### src/rtl/irq_chain_pkg.sv
package irq_chain_pkg;
    typedef enum logic [1:0] {PH_WAIT, PH_HOLD, PH_PASS} node_phase_t;
    typedef enum logic [1:0] {RS_IDLE, RS_ACK, RS_DROP, RS_GAP} resp_state_t;
endpackage

### src/rtl/irq_chain_node.sv
module irq_chain_node
    import irq_chain_pkg::*;
#(
    parameter int VEC_W = 8,
    parameter logic [VEC_W-1:0] VECTOR = '0
) (
    input  logic             clk,
    input  logic             rst_n,
    input  logic             raise,
    input  logic             withdraw,
    input  logic             ack_in,
    input  logic             rd_strobe,
    output logic             pending,
    output logic             ack_out,
    output logic             drive_en,
    output logic [VEC_W-1:0] vec_out
);
    node_phase_t phase_q, phase_d;
    logic ack_in_q;
    logic pend_q, pend_d;
    logic got_read_q, got_read_d;
    logic ack_rise, clear;

    assign ack_rise = ack_in && !ack_in_q;
    assign clear    = (phase_q == PH_HOLD) && !ack_in && got_read_q;

    always_comb begin
        phase_d = phase_q;
        unique case (phase_q)
            PH_WAIT: if (ack_rise) phase_d = pend_q ? PH_HOLD : PH_PASS;
            PH_HOLD: if (!ack_in)  phase_d = PH_WAIT;
            PH_PASS: if (!ack_in)  phase_d = PH_WAIT;
            default: phase_d = PH_WAIT;
        endcase
        pend_d     = raise || (pend_q && !withdraw && !clear);
        got_read_d = (phase_q == PH_HOLD) && ack_in && (got_read_q || rd_strobe);
    end

    always_ff @(posedge clk) begin
        if (!rst_n) begin
            phase_q    <= PH_WAIT;
            ack_in_q   <= 1'b0;
            pend_q     <= 1'b0;
            got_read_q <= 1'b0;
        end else begin
            phase_q    <= phase_d;
            ack_in_q   <= ack_in;
            pend_q     <= pend_d;
            got_read_q <= got_read_d;
        end
    end

    always_comb begin
        pending  = pend_q;
        ack_out  = ack_in && (phase_q == PH_PASS);
        drive_en = ack_in && (phase_q == PH_HOLD);
        vec_out  = drive_en ? VECTOR : '0;
    end
endmodule

### src/rtl/irq_chain_responder.sv
module irq_chain_responder
    import irq_chain_pkg::*;
#(
    parameter int VEC_W = 8
) (
    input  logic             clk,
    input  logic             rst_n,
    input  logic             irq_line,
    input  logic             claim,
    input  logic             chain_end,
    input  logic [VEC_W-1:0] bus,
    output logic             ack,
    output logic             rd_strobe,
    output logic             vec_valid,
    output logic [VEC_W-1:0] vec_value,
    output logic             spurious
);
    resp_state_t st_q, st_d;

    always_comb begin
        st_d = st_q;
        unique case (st_q)
            RS_IDLE: if (irq_line) st_d = RS_ACK;
            RS_ACK:  if (claim || chain_end) st_d = RS_DROP;
            RS_DROP: st_d = RS_GAP;
            RS_GAP:  st_d = RS_IDLE;
            default: st_d = RS_IDLE;
        endcase
    end

    always_ff @(posedge clk) begin
        if (!rst_n) st_q <= RS_IDLE;
        else        st_q <= st_d;
    end

    assign ack       = (st_q == RS_ACK);
    assign rd_strobe = (st_q == RS_ACK) && claim;

    always_ff @(posedge clk) begin
        if (!rst_n) begin
            vec_valid <= 1'b0;
            vec_value <= '0;
            spurious  <= 1'b0;
        end else begin
            vec_valid <= rd_strobe;
            if (rd_strobe) vec_value <= bus;
            spurious  <= (st_q == RS_ACK) && !claim && chain_end;
        end
    end
endmodule

### src/rtl/irq_daisy_chain.sv
module irq_daisy_chain #(
    parameter int N         = 4,
    parameter int VEC_W     = 8,
    parameter int VEC_BASE  = 64,
    parameter int VEC_STEP  = 4
) (
    input  logic             clk,
    input  logic             rst_n,
    input  logic [N-1:0]     src_raise,
    input  logic [N-1:0]     src_withdraw,
    output logic             irq_line,
    output logic             irq_ack,
    output logic [VEC_W-1:0] vec_bus,
    output logic             vec_valid,
    output logic [VEC_W-1:0] vec_value,
    output logic             spurious,
    output logic [N-1:0]     pending
);
    logic [N:0]                ack_chain;
    logic [N-1:0]              drv_en;
    logic [N-1:0][VEC_W-1:0]   vec_arr;
    logic                      rd_strobe;
    logic                      claim;

    assign ack_chain[0] = irq_ack;

    for (genvar k = 0; k < N; k++) begin : g_node
        localparam logic [VEC_W-1:0] NODE_VEC = VEC_W'(VEC_BASE + VEC_STEP * k);
        irq_chain_node #(.VEC_W(VEC_W), .VECTOR(NODE_VEC)) u_node (
            .clk      (clk),
            .rst_n    (rst_n),
            .raise    (src_raise[k]),
            .withdraw (src_withdraw[k]),
            .ack_in   (ack_chain[k]),
            .rd_strobe(rd_strobe),
            .pending  (pending[k]),
            .ack_out  (ack_chain[k+1]),
            .drive_en (drv_en[k]),
            .vec_out  (vec_arr[k])
        );
    end

    always_comb begin
        vec_bus = '0;
        for (int i = 0; i < N; i++) vec_bus = vec_bus | vec_arr[i];
    end

    assign irq_line = |pending;
    assign claim    = |drv_en;

    irq_chain_responder #(.VEC_W(VEC_W)) u_resp (
        .clk      (clk),
        .rst_n    (rst_n),
        .irq_line (irq_line),
        .claim    (claim),
        .chain_end(ack_chain[N]),
        .bus      (vec_bus),
        .ack      (irq_ack),
        .rd_strobe(rd_strobe),
        .vec_valid(vec_valid),
        .vec_value(vec_value),
        .spurious (spurious)
    );
endmodule

### config.mk
export PLATFORM = sky130hd
export DESIGN_NAME = irq_daisy_chain
export DESIGN_NICKNAME = d
export VERILOG_FILES = /design/src/rtl/irq_chain_pkg.sv /design/src/rtl/irq_chain_node.sv /design/src/rtl/irq_chain_responder.sv /design/src/rtl/irq_daisy_chain.sv
export SDC_FILE = /design/constraint.sdc
export NUM_CORES = 1
export LEC_CHECK = 0
export ABC_CLOCK_PERIOD_IN_PS = 2100
export BUFFER_PORTS_ARGS = -buffer_cell sky130_fd_sc_hd__buf_4
export CORE_MARGIN = 4
export CORE_UTILIZATION = 53
export DETAILED_ROUTE_END_ITERATION = 7
export PLACE_DENSITY = 0.83
export SLEW_MARGIN = 20
export SYNTH_ARGS = -nofsm -noshare
export SYNTH_HDL_FRONTEND = slang
export SYNTH_SLANG_ARGS = --single-unit
### constraint.sdc
create_clock -name clk -period 2.1 [get_ports clk]
set_clock_uncertainty 0.1 [all_clocks]
set_input_delay 0.105 -clock clk [delete_from_list [all_inputs] [get_ports clk]]
set_output_delay 0.105 -clock clk [all_outputs]
set_load 0.01 [all_outputs]
==> impl_metrics.env <==
export IMPL_outcome="completed"
export IMPL_async_flop_share_pct=0
export IMPL_synth_edf_count=0
export IMPL_root_buffer="clkbuf_4"
export IMPL_first_global_vias=1207
export IMPL_clk_latency_ns=0.34
export IMPL_hpwl_um=2220
export IMPL_first_pass_iters=4
export IMPL_worstSetupEndpointType="output port"
export IMPL_fp_row_count=19
export IMPL_critPathArrivalTime_ns=1.78
export IMPL_htreeDepth=1
export IMPL_fmax_ghz=0.503
export IMPL_syn2layout_area_growth_pct=16.2
export IMPL_drt_initial_drc_count=16
export IMPL_avgViaCountPerCell=5.18
export IMPL_cpMaxStageDelayCell="dfxtp_1"
export IMPL_yosysSeqAreaShare_pct=35.4
export IMPL_io_buffer_count=23
export IMPL_overflow=0
export IMPL_core_um2=2760
export IMPL_slowest_delay_ns=0.36
export IMPL_hp_class="input pin to flip-flop"
export IMPL_power_per_cell_area_nw_per_um2=937
export IMPL_worstPathMaxFanout=10
export IMPL_fin_crit_ns=1.99
export IMPL_final_common_cell="dfxtp_1"
export IMPL_crit_family="simple AND/OR/NAND/NOR gates"
export IMPL_dr_total_vias=1140
export IMPL_yosysUniqueCellTypes=34
export IMPL_setup_tns_ns=0
export IMPL_synthFlopType="dfxtp_1"
export IMPL_crit_chain="inv_1, ha_4, nand3_1, a21oi_4, and2_4, buf_4"
export IMPL_cts_setup_buffers=0
export IMPL_die_y_um=61.6
export IMPL_cts_buffer_depth=2
export IMPL_netlist_area_um2=1530
export IMPL_multi_input_area_um2=840
export IMPL_finalHoldViolCount=0
export IMPL_drive_gt1_share_pct=21.2
export IMPL_path_class="flip-flop to output port"
export IMPL_seqCellArea_um2=541
export IMPL_setup_viol=0
export IMPL_ys_ff_latch=27
export IMPL_cp_required_ns=1.89
export IMPL_antenna_found_initial=0
export IMPL_startpoint_type="flip-flop"
export IMPL_routed_wl_um=2980
export IMPL_clkSinkCount=27
export IMPL_rsz0062_at_grt="no"
export IMPL_static_leakage_power_nw=0.769
export IMPL_preCtsSetupSlack_ns=0.322
export IMPL_wire_per_inst_um=13.5
export IMPL_slew_violations=0
export IMPL_path_buf_inv=2
export IMPL_grt_usage_pct=17.1
export IMPL_synth_area_per_cell_um2=9.30
export IMPL_antenna_cells=0
export IMPL_drcViolationCount=0
export IMPL_fin_crit_sh_pct=94.6
export IMPL_start_util_pct=55.3
export IMPL_clk_pin_slew_worst_paths_ns=0.16
export IMPL_grt_pass1_wl_um=4950
export IMPL_nets=216
export IMPL_maxCapViolations=0
export IMPL_ant_nets=0
export IMPL_finalWorstSetupSlack_ns=0.113
export IMPL_ios=34
export IMPL_die_w_um=61.6
export IMPL_grt_max_degree=30
export IMPL_yosysWarnings=0
export IMPL_cts_buffers=3
export IMPL_ir_drop_mv=0.576
export IMPL_final_cell_mix="dfxtp_1, buf_4, inv_1"
export IMPL_synthCells=164
export IMPL_cts_tree="yes"
export IMPL_dieArea_um2=3800
export IMPL_num_fill_cells=226
export IMPL_routabilityCongestion=0.762
==> synthesized netlist by cell type (all sizes together) (3+ instances only) <==
library cell,count,share of area [%]
o21a,6,3.0
nand2,16,3.9
ha,16,13
dfxtp,27,35
nand2b,3,1.2
nand4,3,1.6
buf,18,9.2
a21oi,4,1.6
inv,17,4.2
mux2i,8,5.3
and3,5,2.1
o21ai,4,1.3
nor2,3,0.74
a311oi,4,2.3
nand3,8,2.6
and2,9,4.0
==> power breakdown <==
| part | switching (mW) | leakage (nW) | internal (mW) | total [mW] |
|---|---|---|---|---|
| clock network | 0.170 | 0.0139 | 0.0731 | 0.243 |
| registers | 0.0477 | 0.220 | 0.581 | 0.629 |
| logic | 0.436 | 0.536 | 0.353 | 0.789 |
==> state kept, by name, indices dropped and copies added (netlist names) <==
register	count
g_node.u_node.phase_q	8
g_node.u_node.ack_in_q	4
g_node.u_node.got_read_q	4
g_node.u_node.pending	4
u_resp.vec_value	3
u_resp.st_q	2
u_resp.spurious	1
u_resp.vec_valid	1
==> path summary, 6_finish.rpt <==
kind | from | slack, ns | depth (start not counted) | endpoint
hold / removal | rst_n | 0.02 | 2 | g_node[0].u_node.pending
setup reg to reg | g_node[0].u_node.phase_q[0] | 0.12 | 6 | g_node[1].u_node.pending
hold reg to reg | u_resp.vec_value[3] | 0.36 | 2 | u_resp.vec_value[3]
setup / recovery | g_node[1].u_node.phase_q[0] | 0.11 | 6 | vec_bus[6]
==> layout make-up <==
cell class / count / share of cell area [%]
Multi-Input combinational cell: 109 / 47.4
Sequential cell: 27 / 30.5
Timing Repair Buffer: 32 / 14.7
Inverter: 17 / 3.60
Tap cell: 31 / 2.19
Clock buffer: 3 / 1.27
Clock inverter: 1 / 0.423
==> metrics by stage <==
stage / std cells / utilization, % / hold slack [ns] / power (mW) / area, µm²
6_report: 220 / 64.3 / 0.0152 / 1.66 / 1770
5_1_grt: 220 / 64.3 / 0.0296 / 1.78 / 1770
4_1_cts: 220 / 63.2 / 0.0172 / 1.61 / 1740
3_5_place_dp: 208 / 59.1 / 0.220 / 1.36 / 1630
3_3_place_gp: 208 / 59.1 / 0.215 / 1.32 / 1630
2_1_floorplan: 173 / - / 0.129 / 1.25 / 1560
==> per-layer routing <==
| layer | global-route usage, % | routed length (µm) | vias to the layer above |
|---|---|---|---|
| li1 | - | - | 573 |
| met1 | 19.1 | 1240 | 526 |
| met2 | 32.7 | 1540 | 35 |
| met3 | 2.73 | 166 | 6 |
| met4 | 5.15 | 34 | 0 |
| met5 | 0 | 0 | - |
==> cell families after synthesis <==
| logic type | Yosys count | synth area share (%) |
|---|---|---|
| buf+inv | 37 | 13.9 |
| flops | 27 | 35.4 |
| simple gates | 50 | 17.7 |
| compound gates | 25 | 14.4 |
| fa+ha+maj | 16 | 13.1 |
| other cells | 1 | 0.246 |
| mux | 8 | 5.25 |
==> what timing repair did <==
action                                  CTS  global route
hold endpoints to repair                  4             0
endpoints found under the setup margin    1             2
pin swaps                                 0             0
gates resized for setup                   1             5
hold buffers                              8             0
Power figures use the tool's default switching activity.
